===== config.mk =====
export PLATFORM = sky130hd
export DESIGN_NAME = cyc_timer_reg
export DESIGN_NICKNAME = d
export VERILOG_FILES = /design/src/rtl/ctmr_pkg.sv /design/src/rtl/ctmr_rst_sync.sv /design/src/rtl/ctmr_field.sv /design/src/rtl/ctmr_host.sv /design/src/rtl/cyc_timer_reg.sv
export SDC_FILE = /design/constraint.sdc
export NUM_CORES = 1
export LEC_CHECK = 0
export ABC_AREA = 1
export BUFFER_PORTS_ARGS = -buffer_cell sky130_fd_sc_hd__buf_4
export CAP_MARGIN = 40
export CORE_MARGIN = 2
export CORE_UTILIZATION = 38
export DETAILED_ROUTE_END_ITERATION = 7
export GPL_TIMING_DRIVEN = 0
export PLACE_DENSITY = 0.75
export SLEW_MARGIN = 20
export SYNTH_ARGS = -nofsm -noshare
export SYNTH_HDL_FRONTEND = slang
export SYNTH_SLANG_ARGS = --single-unit
export TNS_END_PERCENT = 50

===== constraint.sdc =====
create_clock -name clk -period 1 [get_ports clk]
set_input_delay 0.1 -clock clk [delete_from_list [all_inputs] [get_ports clk]]
set_output_delay 0.1 -clock clk [all_outputs]
set_load 0.01 [all_outputs]

===== src/rtl/ctmr_pkg.sv =====
package ctmr_pkg;

  localparam int OFFSET_W    = 12;
  localparam int NUMBER_W    = 13;
  localparam int SECONDS_W   = 7;
  localparam int OFFSET_MOD  = 3072;
  localparam int NUMBER_MOD  = 8000;
  localparam int SECONDS_MOD = 128;
  localparam int WORD_W      = OFFSET_W + NUMBER_W + SECONDS_W;

  typedef struct packed {
    logic [SECONDS_W-1:0] seconds;
    logic [NUMBER_W-1:0]  number;
    logic [OFFSET_W-1:0]  offset;
  } cyc_time_t;

endpackage


===== src/rtl/ctmr_rst_sync.sv =====
module ctmr_rst_sync #(
  parameter int STAGES = 2
) (
  input  logic clk,
  input  logic rst_n,
  output logic rst_n_sync
);

  logic [STAGES-1:0] sync_q;

  always_ff @(posedge clk or negedge rst_n) begin
    if (!rst_n) sync_q <= '0;
    else        sync_q <= {sync_q[STAGES-2:0], 1'b1};
  end

  assign rst_n_sync = sync_q[STAGES-1];

endmodule


===== src/rtl/ctmr_field.sv =====
module ctmr_field #(
  parameter int W   = 12,
  parameter int MOD = 3072
) (
  input  logic         clk,
  input  logic         rst_n,
  input  logic         load,
  input  logic [W-1:0] load_val,
  input  logic         inc,
  output logic [W-1:0] value,
  output logic         carry
);

  localparam logic [W-1:0] LAST = W'(MOD - 1);

  logic         at_last;
  logic         upd;
  logic [W-1:0] value_nxt;

  generate
    if (MOD == (1 << W)) begin : g_natural
      assign at_last = &value;
    end else begin : g_modulo
      assign at_last = (value == LAST);
    end
  endgenerate

  always_comb begin
    carry     = inc && at_last && !load;
    upd       = load || inc;
    value_nxt = value;
    if (load)         value_nxt = load_val;
    else if (at_last) value_nxt = '0;
    else              value_nxt = value + W'(1);
  end

  always_ff @(posedge clk or negedge rst_n) begin
    if (!rst_n)   value <= '0;
    else if (upd) value <= value_nxt;
  end

endmodule


===== src/rtl/ctmr_host.sv =====
module ctmr_host #(
  parameter int                ADDR_W     = 12,
  parameter int                DATA_W     = 32,
  parameter logic [ADDR_W-1:0] TIMER_ADDR = 12'h010
) (
  input  logic [ADDR_W-1:0] host_addr,
  input  logic              host_wr,
  input  logic [DATA_W-1:0] word,
  output logic              wr_hit,
  output logic [DATA_W-1:0] host_rdata
);

  logic sel;

  always_comb begin
    sel        = (host_addr == TIMER_ADDR);
    wr_hit     = sel && host_wr;
    host_rdata = sel ? word : '0;
  end

endmodule


===== src/rtl/cyc_timer_reg.sv =====
module cyc_timer_reg
  import ctmr_pkg::*;
#(
  parameter int                ADDR_W     = 12,
  parameter logic [ADDR_W-1:0] TIMER_ADDR = 12'h010
) (
  input  logic              clk,
  input  logic              rst_n,
  input  logic              tick,
  input  logic              count_en,
  input  logic [ADDR_W-1:0] host_addr,
  input  logic              host_wr,
  input  logic [WORD_W-1:0] host_wdata,
  output logic [WORD_W-1:0] host_rdata,
  output logic [WORD_W-1:0] cycle_time
);

  logic      rst_n_sync;
  logic      wr_hit;
  logic      step;
  logic      off_carry;
  logic      num_carry;
  logic      sec_carry;
  cyc_time_t now_t;
  cyc_time_t wr_t;

  ctmr_rst_sync #(.STAGES(2)) u_rst (
    .clk        (clk),
    .rst_n      (rst_n),
    .rst_n_sync (rst_n_sync)
  );

  ctmr_host #(
    .ADDR_W     (ADDR_W),
    .DATA_W     (WORD_W),
    .TIMER_ADDR (TIMER_ADDR)
  ) u_host (
    .host_addr  (host_addr),
    .host_wr    (host_wr),
    .word       (now_t),
    .wr_hit     (wr_hit),
    .host_rdata (host_rdata)
  );

  always_comb begin
    wr_t = cyc_time_t'(host_wdata);
    step = tick && count_en && !wr_hit;
  end

  ctmr_field #(.W(OFFSET_W), .MOD(OFFSET_MOD)) u_offset (
    .clk      (clk),
    .rst_n    (rst_n_sync),
    .load     (wr_hit),
    .load_val (wr_t.offset),
    .inc      (step),
    .value    (now_t.offset),
    .carry    (off_carry)
  );

  ctmr_field #(.W(NUMBER_W), .MOD(NUMBER_MOD)) u_number (
    .clk      (clk),
    .rst_n    (rst_n_sync),
    .load     (wr_hit),
    .load_val (wr_t.number),
    .inc      (off_carry),
    .value    (now_t.number),
    .carry    (num_carry)
  );

  ctmr_field #(.W(SECONDS_W), .MOD(SECONDS_MOD)) u_seconds (
    .clk      (clk),
    .rst_n    (rst_n_sync),
    .load     (wr_hit),
    .load_val (wr_t.seconds),
    .inc      (num_carry),
    .value    (now_t.seconds),
    .carry    (sec_carry)
  );

  assign cycle_time = now_t;

  logic unused_ok;
  assign unused_ok = sec_carry;

endmodule


==> impl_results.md <==
* FFs w/ async S/R, synth at 100%
* Effective utilization at floorplan at slightly below 40%
* Fin. Hold Viols at 0
* Post-Syn Nets at around 530
* Count of mapped cells out of synthesis at about 470
* Sum of net half-perimeters after detailed placement at around 6.8 mm
* Largest fanout of any net on the critical path at 5
* Critical path arrival at ~1.7 ns
* Setup TNS Final at -21.20 ns
* Port-buffer cells at between 100 and 150
* Average detailed-routed wire length per instance at 15.7 um
* Pwr Density at around 820 nW/um2
* Post-detailed-route DRC marker count at 0
* Via-per-instance ratio at 5.23
* Power share of the clock group at a little under two fifths
* Fin crit period at 1.54 ns
* Worst relative slew slack at between 40 and 50%
* Int Pwr at 2.94 mW
* Final weighted congestion in routability-driven placement at slightly below 1
* Post-Route Skew at between 0.006 and 0.007 ns
* Endpoint of the worst-slack reg-to-reg timing path: u_number.value[9]
* Gr usage total at between 20% and 30%
* Number of buffers inserted during clock tree synthesis at 5
* RR Startpoint: u_offset.value[10]
* Area growth from synthesis to layout at 74.2%
* Number of top-level design ports at 113
* Ratio of cells with drive above 1 in the final layout at 48.7%
* Top post-synthesis cells by count: sky130_fd_sc_hd__nand2_1 (180), sky130_fd_sc_hd__nor2_1 (72), sky130_fd_sc_hd__inv_1 (63)
* Type of the setup path with the least slack: reg -> reg
* Critical Path Sink Type: flop
* Clock root buffer: sky130_fd_sc_hd__clkbuf_8
* Floorplan die area at 8390 um2
* Min-Delay Path Class: in -> reg
* Sequential-to-total area share from yosys stat at a little under 30%
* Top cells by area in the synthesized netlist: sky130_fd_sc_hd__dfrtp_1 (29%), sky130_fd_sc_hd__nand2_1 (23%), sky130_fd_sc_hd__nor2_1 (9.3%), sky130_fd_sc_hd__inv_1 (8.1%), sky130_fd_sc_hd__nand3_1 (7.0%)
* Fmax achieved at 649 MHz
* NumNets Final at about 690
* Initial antenna violation count at 0
* Via count of the first global-routing pass at between 3000 and 4000
* Std cell rows at 31
* Skew-Pair Late Insertion Delay at around 0.29 ns
* Floorplan die height at ~92 um
* Leakage dissipation at around 2.5 nW
* Logic pwr share at 22.9%
* Worst r2r path cells at 9
* Crit path launch: u_offset.value[10]
* Number of maximum-capacitance violations at 0
* Startpoint of the lowest-slack hold path: host_wdata[4]
* Number of warning messages in the yosys log at 0
* Bufs on Longest Clock Path at 2
* Library cell with the largest summed area after synthesis: sky130_fd_sc_hd__dfrtp_1
* Power dissipated by switching net loads at 1.21 mW
* Clock edge transition at the registers on the reported setup and hold paths at ~0.08 ns
* Number of setup violations in the final report at 84
* Top cell type's share of synthesized area at between 20% and 30%
* Clock tree from TritonCTS: done
* Total routed wirelength at approximately 12 mm
* Destination of the critical timing path: u_number.value[9]
* Final Slew Violations at 0
* Largest net degree at the start of global routing at 33
* Worst voltage drop across the vdd grid at 0.646 mV
* Relative contribution of sequential cells to total power at about two fifths
* Share of total power consumed by net switching at between 20 and 30%
* Count of inserted antenna diode cells at 0
* Setup repair after global routing missed its margin: true
* Netlist area before placement at ~2900 um2
* Share of the clock period used by the worst path after layout at 154%
* 1st-pass router iterations at 5
* Count of flip-flops with a built-in enable after synthesis at 0
* Number of nets still failing antenna checks after routing at 0
* Per-instance average area after synthesis at ~6 um2
* Die X-Extent at 91.6 um
* Final worst-path setup slack at -0.541 ns
* Number of synthesized register bits at 34
* Post-placement setup slack at -0.586 ns
* Clock sinks at 34
* Overflow left after global routing at 0
* CTS H-tree lvls at 2
* Routed vias at around 3800
* Core outline area at roughly 7300 um2
* Setup slack of the most critical reg-to-reg path at -0.54 ns
* Category of the worst setup path launch point: flop
* Required @ worst endpoint at 1.19 ns
* Failing checks: setup timing
* Most instantiated flip-flop cell in the synthesis netlist: sky130_fd_sc_hd__dfrtp_1
* Actual transition at the worst max-transition pin at ~0.76 ns
* Most frequent cell after synthesis: sky130_fd_sc_hd__nand2_1
* Outcome: complete, but fails checks
* First-pass GRT wire length at 16.0 mm
* Number of DRC violations after detailed-routing iteration 0 at approximately 450
* Synth cell types at 29
-- kinds of logic (layout without fill, tap and decap cells) --
kind of cell    after synthesis  count (layout)  share of synthesized area (%)
compound gates                9               9                           2.32
xor+xnor                      9               9                           2.71
fa+ha+maj                     3               3                           1.29
buf+inv                      79             242                           11.2
flops                        34              34                           29.2
other cells                   1               1                          0.129
simple gates                338             338                           53.2
-- area by class of cell --
type                    count  area (um2)
well taps                  99         124
inverters                  68         280
fillers                   551        2250
flip-flops and latches     34         881
plain buffers              11         135
repair buffers            155        1450
multi-input cells         360        2070
clock inverters             3        68.8
clock buffers               5        68.8
-- worst min-delay path by stage --
stage,to,slack (ns),cells past startpoint
floorplan,u_rst.sync_q[0],-0.20,0
global placement,u_rst.sync_q[0],-0.12,1
detailed placement,u_rst.sync_q[0],-0.12,1
CTS,u_offset.value[4],0.02,3
global route,u_offset.value[4],0.03,3
finish,u_offset.value[4],0.02,3
-- cells in the final DEF, fill, tap and decap left out, types with 3 or more instances in the layout --
cell type / n
sky130_fd_sc_hd__nand2_2: 11
sky130_fd_sc_hd__nand2_1: 169
sky130_fd_sc_hd__nand3_2: 11
sky130_fd_sc_hd__inv_4: 8
sky130_fd_sc_hd__o21ai_0: 3
sky130_fd_sc_hd__nand3_1: 35
sky130_fd_sc_hd__inv_1: 39
sky130_fd_sc_hd__xor2_1: 9
sky130_fd_sc_hd__clkbuf_8: 5
sky130_fd_sc_hd__nor2_1: 32
sky130_fd_sc_hd__buf_6: 69
sky130_fd_sc_hd__nand4_1: 16
sky130_fd_sc_hd__buf_4: 87
sky130_fd_sc_hd__o21ai_1: 3
sky130_fd_sc_hd__dfrtp_2: 24
sky130_fd_sc_hd__clkbuf_16: 4
sky130_fd_sc_hd__nand2_4: 7
sky130_fd_sc_hd__nor2_2: 19
sky130_fd_sc_hd__nor2_4: 28
sky130_fd_sc_hd__dfrtp_1: 10
sky130_fd_sc_hd__inv_2: 19
-- power by group through the flow --
stage	Combinational [mW]	Clock [mW]	Sequential [mW]
2_1_floorplan	0.265	0	1.64
3_3_place_gp	0.619	0	1.63
3_5_place_dp	0.633	0	1.64
4_1_cts	0.766	1.58	1.60
5_1_grt	1.02	1.64	1.64
6_report	0.951	1.58	1.63
-- what timing repair did --
action / in CTS / in global routing
pin swaps: 31 / 40
hold buffers: 1 / 0
gates cloned: 0 / 4
hold endpoints to repair: 2 / 0
endpoints found under the setup margin: 85 / 92
resized for setup: 89 / 137
buffers inserted: 17 / 22
-- worst max-delay path, stage by stage, from the launching register on --
cell and delay (ns):
sky130_fd_sc_hd__dfrtp_1 0.43, sky130_fd_sc_hd__inv_2 0.13, sky130_fd_sc_hd__nand2_4 0.07, sky130_fd_sc_hd__nor2_4 0.14, sky130_fd_sc_hd__nand4_4 0.19, sky130_fd_sc_hd__clkbuf_16 0.23, sky130_fd_sc_hd__nand3_2 0.07, sky130_fd_sc_hd__nand2_1 0.07
sky130_fd_sc_hd__inv_1 0.05, sky130_fd_sc_hd__nand2_1 0.04
-- routing by layer --
metal | routed length [um] | global-route usage [%] | part of all wire, % | vias to the layer above
met5 | 0 | 0 | 0 | -
met4 | 447 | 7.83 | 3.9 | 0
met3 | 911 | 3.90 | 7.9 | 54
met2 | 5830 | 39.6 | 50 | 218
met1 | 4370 | 29.8 | 38 | 1803
li1 | - | - | - | 1771
-- sequential cells by signal, indices dropped and copies added, names as in the netlist --
register / flops
u_number.value: 13
u_seconds.value: 7
u_offset.value: 12
u_rst.sync_q: 2
-- through the flow --
step	power, mW	cells	cell area [um2]	hold slack (ns)	utilization (%)
2_1_floorplan	1.91	473	2920	-0.196	-
3_3_place_gp	2.25	684	3880	-0.117	53.0
3_5_place_dp	2.27	684	3890	-0.115	53.0
4_1_cts	3.95	710	4410	0.0186	60.1
5_1_grt	4.30	735	5080	0.0311	69.3
6_report	4.16	735	5080	0.0189	69.3
No activity file was read; power rests on OpenSTA's default activity.
